**src/rtl/bidir_shift_reg4.sv**
```systemverilog
module bidir_shift_reg4 #(
  parameter int CELLS = 4
) (
  input  logic             clk,
  input  logic             clr,
  input  logic             sel_hi,
  input  logic             sel_lo,
  input  logic             fill_left,
  input  logic             fill_right,
  input  logic [CELLS-1:0] word_d,
  output logic [CELLS-1:0] word_q,
  output logic             tap_left,
  output logic             tap_right
);
  localparam logic [1:0] M_HOLD  = 2'b00;
  localparam logic [1:0] M_RIGHT = 2'b01;
  localparam logic [1:0] M_LEFT  = 2'b10;
  localparam logic [1:0] M_LOAD  = 2'b11;

  logic [1:0]       mode;
  logic [CELLS-1:0] cells = '0;
  logic [CELLS+1:0] ring;
  logic [CELLS-1:0] nxt;

  assign mode = {sel_hi, sel_lo};
  assign ring = {fill_left, cells, fill_right};

  for (genvar i = 0; i < CELLS; i++) begin : g_cell
    always_comb begin
      unique case (mode)
        M_HOLD:  nxt[i] = cells[i];
        M_RIGHT: nxt[i] = ring[i+2];
        M_LEFT:  nxt[i] = ring[i];
        default: nxt[i] = word_d[i];
      endcase
    end
  end

  always_ff @(posedge clk) begin
    if (clr) cells <= '0;
    else     cells <= nxt;
  end

  assign word_q    = cells;
  assign tap_left  = cells[CELLS-1];
  assign tap_right = cells[0];

  AST_CLEAR_ZERO: assert property (@(posedge clk) clr |=> (word_q == '0));
  AST_HOLD_STABLE: assert property (@(posedge clk) disable iff (clr)
    (mode == M_HOLD) |=> $stable(word_q));
  AST_SHIFT_RIGHT: assert property (@(posedge clk) disable iff (clr)
    (mode == M_RIGHT) |=> (word_q == {$past(fill_left), $past(word_q[CELLS-1:1])}));
  AST_SHIFT_LEFT: assert property (@(posedge clk) disable iff (clr)
    (mode == M_LEFT) |=> (word_q == {$past(word_q[CELLS-2:0]), $past(fill_right)}));
  AST_LOAD_WORD: assert property (@(posedge clk) disable iff (clr)
    (mode == M_LOAD) |=> (word_q == $past(word_d)));
endmodule

```
**config.mk**
```make
export PLATFORM = sky130hd
export DESIGN_NAME = bidir_shift_reg4
export DESIGN_NICKNAME = d
export VERILOG_FILES = /design/src/rtl/bidir_shift_reg4.sv
export SDC_FILE = /design/constraint.sdc
export NUM_CORES = 1
export LEC_CHECK = 0
export CORE_AREA = 2 2 39 41
export CTS_CLUSTER_DIAMETER = 60
export DETAILED_ROUTE_END_ITERATION = 7
export DIE_AREA = 0 0 41 43
export GPL_ROUTABILITY_DRIVEN = 0
export SYNTH_ARGS = -nofsm -noshare
export SYNTH_HDL_FRONTEND = slang
export SYNTH_SLANG_ARGS = --single-unit
```
**constraint.sdc**
```tcl
create_clock -name clk -period 3.7 [get_ports clk]
set_input_delay 0.74 -clock clk [delete_from_list [all_inputs] [get_ports clk]]
set_output_delay 0.74 -clock clk [all_outputs]
set_load 0.03 [all_outputs]
```
==> Yosys cells after proc, flatten, opt, wreduce, memory -nomap -nowiden <==
Cells that the tools add are included.
{ "word_totals": {"reg_bits": 4, "latch_bits": 0, "ram_bits": 0, "romBits": 0, "inputBits": 10, "out_inout_bits": 6, "word_cells": 8, "n_memories": 0} }
{ "classes": {"n_addsub": 0, "mul": 0, "div_mod_pow": 0, "order_cmp": 0, "n_eq_ne": 2, "shift": 0, "mux": 4, "n_bitwise": 0, "n_reduce_logical": 1} }
{ "op_table": {"columns": ["op", "count"], "rows": [
  ["one-hot mux 1 bit (3 select lines)", 4],
  ["equality test 2 x 1 -> 1 bit (second input constant)", 1],
  ["equality test 2 bit (second input constant)", 1],
  ["zero test 2 bit", 1]
]} }

==> Longest topological paths before layout <==
Gate-level depths: netlist of the first run.
{ "logic_depth": {"depth_word": 2, "depth_mapped": 6, "depth_no_buf": 5} }

==> Worst setup path after synthesis of the first run <==
OpenSTA, ideal clock, no wires.
{ "synth_path": {"path_type": "in2reg", "start": "input sel_hi", "end": "register cells[0], in the netlist word_q[0]", "setup_ps": 133, "t_arrival_ps": 1558, "required_ps": 3567, "path_slack_ps": 2009, "path_stages": 6, "path_buffers": 1, "path_cell_list": "inv_1 ha_1 buf_6 nand2b_4 a221oi_1 a2111oi_2"} }
{ "synth_between": {"elab_chain_len": 2, "elab_cells_between_ends": 4, "classes_between": "eq/ne (2); mux (1); reduce/logical (1)"} }
{ "synth_rtl": {"columns": ["item", "line_no", "text"], "rows": [
  ["from (decl)", "6", "input logic sel_hi,"],
  ["equality test 2 bit (tied with other cells)", "30", "unique case (mode)"],
  ["one-hot mux 1 bit (3 select lines)", "30", null],
  ["to (signal assigned)", "41", "else cells <= nxt;"],
  ["to (decl)", "21", "logic [CELLS-1:0] cells = '0;"]
]} }
Parallel ways exist; a longest one is shown, timed or not.
A chain may end at the register's enable or synchronous reset.

==> Worst setup path in the final report of the first run <==
{ "layout_path": {"start": "register cells[2], in the netlist word_q[2]", "end": "output word_q[2]"} }
{ "layout_rtl": {"columns": ["item", "line_no", "text"], "rows": [
  ["to (decl)", "11", "output logic [CELLS-1:0] word_q,"]
]} }
No word-level cell between the ends.

==> results of run 1 <==
## report_power, final
part	total (mW)	leakage, nW	switching (mW)	internal, mW
logic	0.0570	0.124	0.0284	0.0286
clock network	0.0561	0.0138	0.0197	0.0364
registers	0.0523	0.0333	0.00445	0.0479
## cells by family (layout without fill, tap and decap cells)
logic type                 after synthesis  in the layout  share of synthesized area, %
adders and majority gates                3              3                          13.4
and+or+nand+nor                          5              5                          12.1
buffers and inverters                    9             24                          17.4
DFF                                      4              4                          28.6
AOI/OAI and AO/OA                        8              8                          28.6
## final cells by class
cell class / count / area share [%]
inverters: 6 / 5.04
multi-input cells: 16 / 33.9
well taps: 16 / 4.48
repair buffers: 15 / 33.6
clock buffers: 3 / 5.04
flip-flops and latches: 4 / 17.9
## metrics by stage
step	instances	utilization, %	worst slack [ps]	total power, mW
global route	60	32.3	1500	0.177
global placement	57	30.7	1420	0.110
CTS	60	32.3	1640	0.169
detailed placement	57	30.7	1390	0.111
finish	60	32.3	1660	0.165
floorplan	29	-	2010	0.0880
## cell usage in the layout, fill, tap and decap left out
cell,count
clkdlybuf4s50_1,15
inv_1,6
a221oi_1,4
nor3_1,4
dfxtp_1,4
a2111oi_1,3
ha_1,3
clkbuf_4,3
nand2b_4,1
a2111oi_2,1
## path summary, 6_finish.rpt
check / start / end / cells past startpoint
max: word_q[2] / word_q[2] / 1
min: word_q[1] / word_q[1] / 2
max reg2reg: word_q[1] / word_q[2] / 2
min reg2reg: word_q[1] / word_q[1] / 2
## worst reg2reg max path, cell delays in order, from the launching register on
cell and delay (ps):
dfxtp_1 370, a221oi_1 110, a2111oi_1 310
## routing by layer
| metal | vias up | GRT usage [%] |
|---|---|---|
| li1 | 139 | - |
| met1 | 125 | 11.5 |
| met2 | 14 | 11.6 |
| met3 | 2 | 7.85 |
| met4 | 0 | 4.00 |
| met5 | - | 0 |
==> metrics, run 1 <==
Hold Vio Cnt, Final=0; Synth top area share=28.6%; CP Cell Sequence=clkdlybuf4s50_1; share of the yosys chip area belonging to registers=28.6%; Worst slew margin=79.6%; Peak Freq=491 MHz; Syn Area/Cell=9.66 um2; Vias/cell=4.67; HP Class=reg2reg; post-route antenna net violation count=0; Hold WS=502 ps; overall routing resource usage=9.42%; Synth Flop Type=dfxtp_1; # diodes=0; Post-Syn Area=280 um2; Slew Viols, Final=0; top-count cell post-synth=inv_1; Chip Width=41 um; Critical Path Fanout Max=4; Highest Signal Layer=met4; Synth area leader=dfxtp_1; Core Region=0.00138 mm2; GR Overflow Total=0; full die area=0.00176 mm2; setup_tns=0 ps; fraction of layout cells with a size suffix above 1=11.4%; delay-heaviest family, CP=buffers and inverters; Slowest-stage cell, CP=clkdlybuf4s50_1; dpl hpwl=492 um; FFs w/ async S/R, synth=0%; CTS max path bufs=2; metal3 WL=82 um; EDFF count, synth=0; area post-placement=424 um2; Die Ht=43 um; Routed WL per cell=10.3 um; Starting Density=20.3%; CP Class=reg2out; largest net degree at the start of global routing=10; TritonCTS Buffers=3; final cycle utilization of the critical path=55.0%; fin crit period=2040 ps; WL met1=272 um; Peak VDD IR=172 uV; cell row count=14; DR WL met2=259 um; Initial DRC Count=8; status=finished clean; Gates resized, CTS repair=0; Clock Tree Root=clkbuf_4; drt pass-1 iters=4; initial antenna violation count=0; number of buffers and inverters on the critical path=1; post-route cell area=447 um2; crit start category=flip-flop; Fillers=147; CTS tree=done; max reg flops=4; Slowest Stage Delay on Critical Path=690 ps; Final Skew=0.208 ps; power per standard cell area=370 mW/mm2; RSZ-0062 raised after global routing=no; nets=59; Area Growth Syn to Fin=59.4%; Port Buffers=15; Worst EP required=2960 ps; cell count after synthesis=29; WL final=619 um; Mapped Nets=42; # Post-CTS Setup Buffers=0; DR vias=280; top cells by area, synth=dfxtp_1 29%, ha_1 13%, a221oi_1 13%; first-pass GRT wire length=1050 um; clock sinks=4; Worst Path Arrival=1300 ps; register area=80.1 um2; Leakage=0.171 nW; vias in the first global route=249; YS warnings=0; Worst Max-Slew Pin Slew=304 ps; max-cap violations=0; H-tree levels=1; Yosys cell types=10; top cells by count, synth=6 x inv_1, 4 x a221oi_1, 4 x dfxtp_1, 4 x nor3_1; Remaining DRCs=0; Ports=16; endpoints failing setup=0; Seq cells post-synth=4; flop2flop setup slack=2810 ps; hold buffers post-CTS=0; area of the multi-input gates=151 um2; Worst setup EP type=output port; Worst-path clk slew=40 ps; clock latency at the later pin of the worst-skew pair=240 ps
Power figures use the tool's default switching activity.
==> run 2, diff against run 1 <==
==> constraint.sdc (replaced) <==
create_clock -name clk -period 1.89 [get_ports clk]
set_input_delay 0.378 -clock clk [delete_from_list [all_inputs] [get_ports clk]]
set_output_delay 0.378 -clock clk [all_outputs]
set_load 0.03 [all_outputs]
==> metrics, run 2 (synthesized netlist as in run 1, its figures left out) <==
fin crit period=1670 ps; H-tree levels=1 (unchanged); Leakage=0.185 nW (was 0.171 nW); commonest non-fill, non-tap cell in the layout=clkdlybuf4s50_1 (unchanged); max-cap violations=0 (unchanged); CP Cell Sequence=clkdlybuf4s50_1 (unchanged); Peak Freq=597 MHz; DR vias=287 (was 280); area of the multi-input gates=151 um2 (unchanged); setup_tns=0 ps (unchanged); Worst Max-Slew Pin Slew=313 ps (was 304 ps); RSZ-0062 raised after global routing=no (unchanged); CP Class=reg2out (unchanged); GR Overflow Total=0 (unchanged); cell row count=14 (unchanged); power per standard cell area=698 mW/mm2 (was 370 mW/mm2); Critical Path Fanout Max=4 (unchanged); register area=80.1 um2 (unchanged); Worst Path Arrival=1300 ps (about the same); endpoints failing setup=0 (unchanged); Initial DRC Count=4 (was 8); Slew Viols, Final=0 (unchanged); fraction of layout cells with a size suffix above 1=17.0% (was 11.4%); max reg flops=4 (unchanged); Remaining DRCs=0 (unchanged); Final Skew=2.30 ps (was 0.208 ps); Die Ht=43 um (unchanged); Core Region=0.00138 mm2 (unchanged); Port Buffers=15 (unchanged); # diodes=0 (unchanged); Chip Width=41 um (unchanged); clock sinks=4 (unchanged); first-pass GRT wire length=1060 um (was 1050 um); Worst setup EP type=output port (unchanged); CTS tree=done (unchanged); Peak VDD IR=313 uV (was 172 uV); vias in the first global route=273 (was 249); Clock Tree Root=clkbuf_4 (unchanged); crit start category=flip-flop (unchanged); Slowest Stage Delay on Critical Path=690 ps (about the same); full die area=0.00176 mm2 (unchanged); TritonCTS Buffers=3 (unchanged); largest net degree at the start of global routing=9 (was 10); Worst slew margin=79.1% (was 79.6%); final cycle utilization of the critical path=88.6%; initial antenna violation count=0 (unchanged); number of buffers and inverters on the critical path=1 (unchanged); most frequent cells in the layout=15 x clkdlybuf4s50_1, 6 x inv_1, 4 x a221oi_1, 4 x nor3_1, 4 x dfxtp_1 (unchanged); status=finished clean (unchanged); overall routing resource usage=8.82% (was 9.42%); Slowest-stage cell, CP=clkdlybuf4s50_1 (unchanged); delay-heaviest family, CP=buffers and inverters (unchanged); Hold Vio Cnt, Final=0 (unchanged); nets=62 (was 59); Starting Density=20.3% (unchanged); Ports=16 (unchanged); Routed WL per cell=9.83 um (was 10.3 um); Vias/cell=4.56 (was 4.67); # Post-CTS Setup Buffers=0 (unchanged); HP Class=reg2reg (unchanged); drt pass-1 iters=4 (unchanged); Area Growth Syn to Fin=67.4% (was 59.4%); dpl hpwl=519 um (was 492 um); Hold WS=506 ps (was 502 ps); post-route antenna net violation count=0 (unchanged); Gates resized, CTS repair=0 (unchanged); hold buffers post-CTS=0 (unchanged); CTS max path bufs=2 (unchanged); Worst EP required=1510 ps (was 2960 ps); Fillers=144 (was 147); WL final=619 um (unchanged); Worst-path clk slew=40 ps (about the same); clock latency at the later pin of the worst-skew pair=230 ps (was 240 ps)
[run 2: cell count changes in the layout (fill, tap and decap cells not counted), sizes merged]
cell,previous run,this run
buf,0,3
[run 2: area by class of cell]
cell class	count	share of cell area [%]
Clock buffer	3	4.80
Sequential cell	4	17.1
Tap cell	16	4.27
Timing Repair Buffer	18	36.8
Inverter	6	4.80
Multi-Input combinational cell	16	32.3
[run 2: final timing paths]
kind              startpoint        end  slack, ps  cells past startpoint
setup / recovery   word_q[2]  word_q[2]        220                      1
hold / removal     word_q[3]  word_q[3]        510                      2
hold reg to reg    word_q[3]  word_q[3]        510                      2
setup reg to reg   word_q[2]  word_q[2]        970                      2
[run 2: metrics by stage]
step	area, um2	instances	total power [mW]	util [%]	setup WS [ps]
3_5_place_dp	447	60	0.224	32.3	10.4
2_1_floorplan	280	29	0.172	-	561
5_1_grt	469	63	0.349	33.9	77.0
6_report	469	63	0.327	33.9	215
3_3_place_gp	447	60	0.223	32.3	35.4
4_1_cts	469	63	0.333	33.9	207
[run 2: per-layer routing]
layer	part of all wire [%]	GRT usage, %	wire length (um)
met1	42	12.1	263
met2	44	11.6	270
met3	14	5.24	85
met4	0	2.00	0
met5	0	0	0
[run 2: power breakdown]
group,internal (mW),switching [mW]
sequential,0.0937,0.00894
combinational,0.0619,0.0571
clock,0.0710,0.0347
total,0.227,0.101
==> run 3, diff against run 2 <==
--- a/config.mk
+++ b/config.mk
@@ -5,11 +5,14 @@
 export SDC_FILE = /design/constraint.sdc
 export NUM_CORES = 1
 export LEC_CHECK = 0
-export CORE_AREA = 2 2 39 41
+export CELL_PAD_IN_SITES_DETAIL_PLACEMENT = 0
+export CELL_PAD_IN_SITES_GLOBAL_PLACEMENT = 2
+export CORE_MARGIN = 2
+export CORE_UTILIZATION = 18
 export CTS_CLUSTER_DIAMETER = 60
 export DETAILED_ROUTE_END_ITERATION = 7
-export DIE_AREA = 0 0 41 43
 export GPL_ROUTABILITY_DRIVEN = 0
+export PLACE_DENSITY_LB_ADDON = 0.1
 export SYNTH_ARGS = -nofsm -noshare
 export SYNTH_HDL_FRONTEND = slang
 export SYNTH_SLANG_ARGS = --single-unit
==> metrics, run 3 (synthesized netlist as in run 1, its figures left out) <==
Worst Path Arrival=1290 ps (was 1300 ps); Hold Vio Cnt, Final=0 (unchanged); Area Growth Syn to Fin=64.7% (was 67.4%); setup_tns=0 ps (unchanged); Worst slew margin=77.7% (was 79.1%); Remaining DRCs=0 (unchanged); dpl cells=59 (was 60); cell row count=14 (unchanged); status=finished clean (unchanged); Final Non-Filler Cells=62 (was 63); Gates resized, CTS repair=0 (unchanged); Port Buffers=15 (unchanged); drt pass-1 iters=1 (was 4); Die Ht=43.5 um (was 43 um); CP Cell Sequence=clkdlybuf4s50_1 (unchanged); HP Class=reg2reg (unchanged); fin crit period=1670 ps (about the same); max reg flops=4 (unchanged); crit start category=flip-flop (unchanged); clock sinks=4 (unchanged); RSZ-0062 raised after global routing=no (unchanged); Final Skew=2.50 ps (was 2.30 ps); Worst Max-Slew Pin Slew=334 ps (was 313 ps); WL met1=298 um (was 263 um); Initial DRC Count=0 (was 4); Final Util=31.0% (was 33.9%); Ports=16 (unchanged); CTS tree=done (unchanged); CP Class=reg2out (unchanged); endpoints failing setup=0 (unchanged); commonest non-fill, non-tap cell in the layout=clkdlybuf4s50_1 (unchanged); full die area=0.00189 mm2 (was 0.00176 mm2); delay-heaviest family, CP=buffers and inverters (unchanged); WL final=666 um (was 619 um); DR WL met2=298 um (was 270 um); # diodes=0 (unchanged); Core Region=0.00149 mm2 (was 0.00138 mm2); number of buffers and inverters on the critical path=1 (unchanged); DR vias=268 (was 287); Vias/cell=4.32 (was 4.56); H-tree levels=1 (unchanged); clock latency at the later pin of the worst-skew pair=230 ps (about the same); fraction of layout cells with a size suffix above 1=15.2% (was 17.0%); Clock Tree Root=clkbuf_4 (unchanged); Leakage=0.181 nW (was 0.185 nW); Starting Density=18.8% (was 20.3%); Peak VDD IR=170 uV (was 313 uV); vias in the first global route=285 (was 273); initial antenna violation count=0 (unchanged); CTS max path bufs=2 (unchanged); largest net degree at the start of global routing=9 (unchanged); hold buffers post-CTS=0 (unchanged); Slew Viols, Final=0 (unchanged); most frequent cells in the layout=15 x clkdlybuf4s50_1, 6 x inv_1, 4 x a221oi_1, 4 x nor3_1, 4 x dfxtp_1 (unchanged); post-route antenna net violation count=0 (unchanged); Highest Signal Layer=met4 (was met3); TritonCTS Buffers=3 (unchanged); Critical Path Fanout Max=4 (unchanged); Worst setup EP type=output port (unchanged); max-cap violations=0 (unchanged); first-pass GRT wire length=1120 um (was 1060 um); Peak Freq=599 MHz (was 597 MHz); Slowest-stage cell, CP=clkdlybuf4s50_1 (unchanged); GR Overflow Total=0 (unchanged); Slowest Stage Delay on Critical Path=690 ps (about the same); metal3 WL=57 um (was 85 um); power per standard cell area=694 mW/mm2 (was 698 mW/mm2); Worst EP required=1510 ps (about the same); # Post-CTS Setup Buffers=0 (unchanged); Chip Width=43.5 um (was 41 um); nets=61 (was 62); Worst-path clk slew=40 ps (about the same); Routed WL per cell=10.7 um (was 9.83 um); overall routing resource usage=8.70% (was 8.82%); final cycle utilization of the critical path=88.3% (was 88.6%)
[run 3: worst paths after layout]
kind | startpoint | endpoint | slack, ps | cells past startpoint
setup / recovery | word_q[0] | word_q[0] | 220 | 1
hold / removal | word_q[2] | word_q[2] | 510 | 2
setup reg to reg | word_q[3] | word_q[3] | 960 | 2
hold reg to reg | word_q[2] | word_q[2] | 510 | 2
[run 3: layout make-up]
class / instances / area (um2)
Clock buffer: 3 / 22.5
Fill cell: 160 / 1030
Sequential cell: 4 / 80.1
Tap cell: 16 / 20.0
Timing Repair Buffer: 17 / 165
Multi-Input combinational cell: 16 / 151
Inverter: 6 / 22.5
[run 3: worst register-to-register path, cell delays in order (launching register included)]
cell and delay, ps:
dfxtp_1 370, inv_1 50, a2111oi_1 390
[run 3: per-layer routing]
metal,up-vias,GRT usage [%]
met3,2,2.50
met1,113,9.82
met4,0,9.09
met5,-,0
met2,11,12.5
li1,142,-
[run 3: per-stage QoR]
| stage | instance area, um2 | hold slack (ps) | setup WS [ps] | power, mW |
|---|---|---|---|---|
| finish | 462 | 510 | 222 | 0.321 |
| global route | 462 | 536 | 89.3 | 0.344 |
| CTS | 462 | 516 | 189 | 0.328 |
| detailed placement | 439 | 506 | -50.8 | 0.222 |
| global placement | 439 | 507 | -12.2 | 0.221 |
| floorplan | 280 | 458 | 561 | 0.172 |
[run 3: where the power goes]
part           internal [mW]  total, mW  switching (mW)  leakage (nW)
Clock                 0.0708      0.102          0.0309        0.0138
Sequential            0.0938      0.103         0.00894        0.0333
Combinational         0.0594      0.116          0.0569         0.134
Total                  0.224      0.321          0.0967         0.181
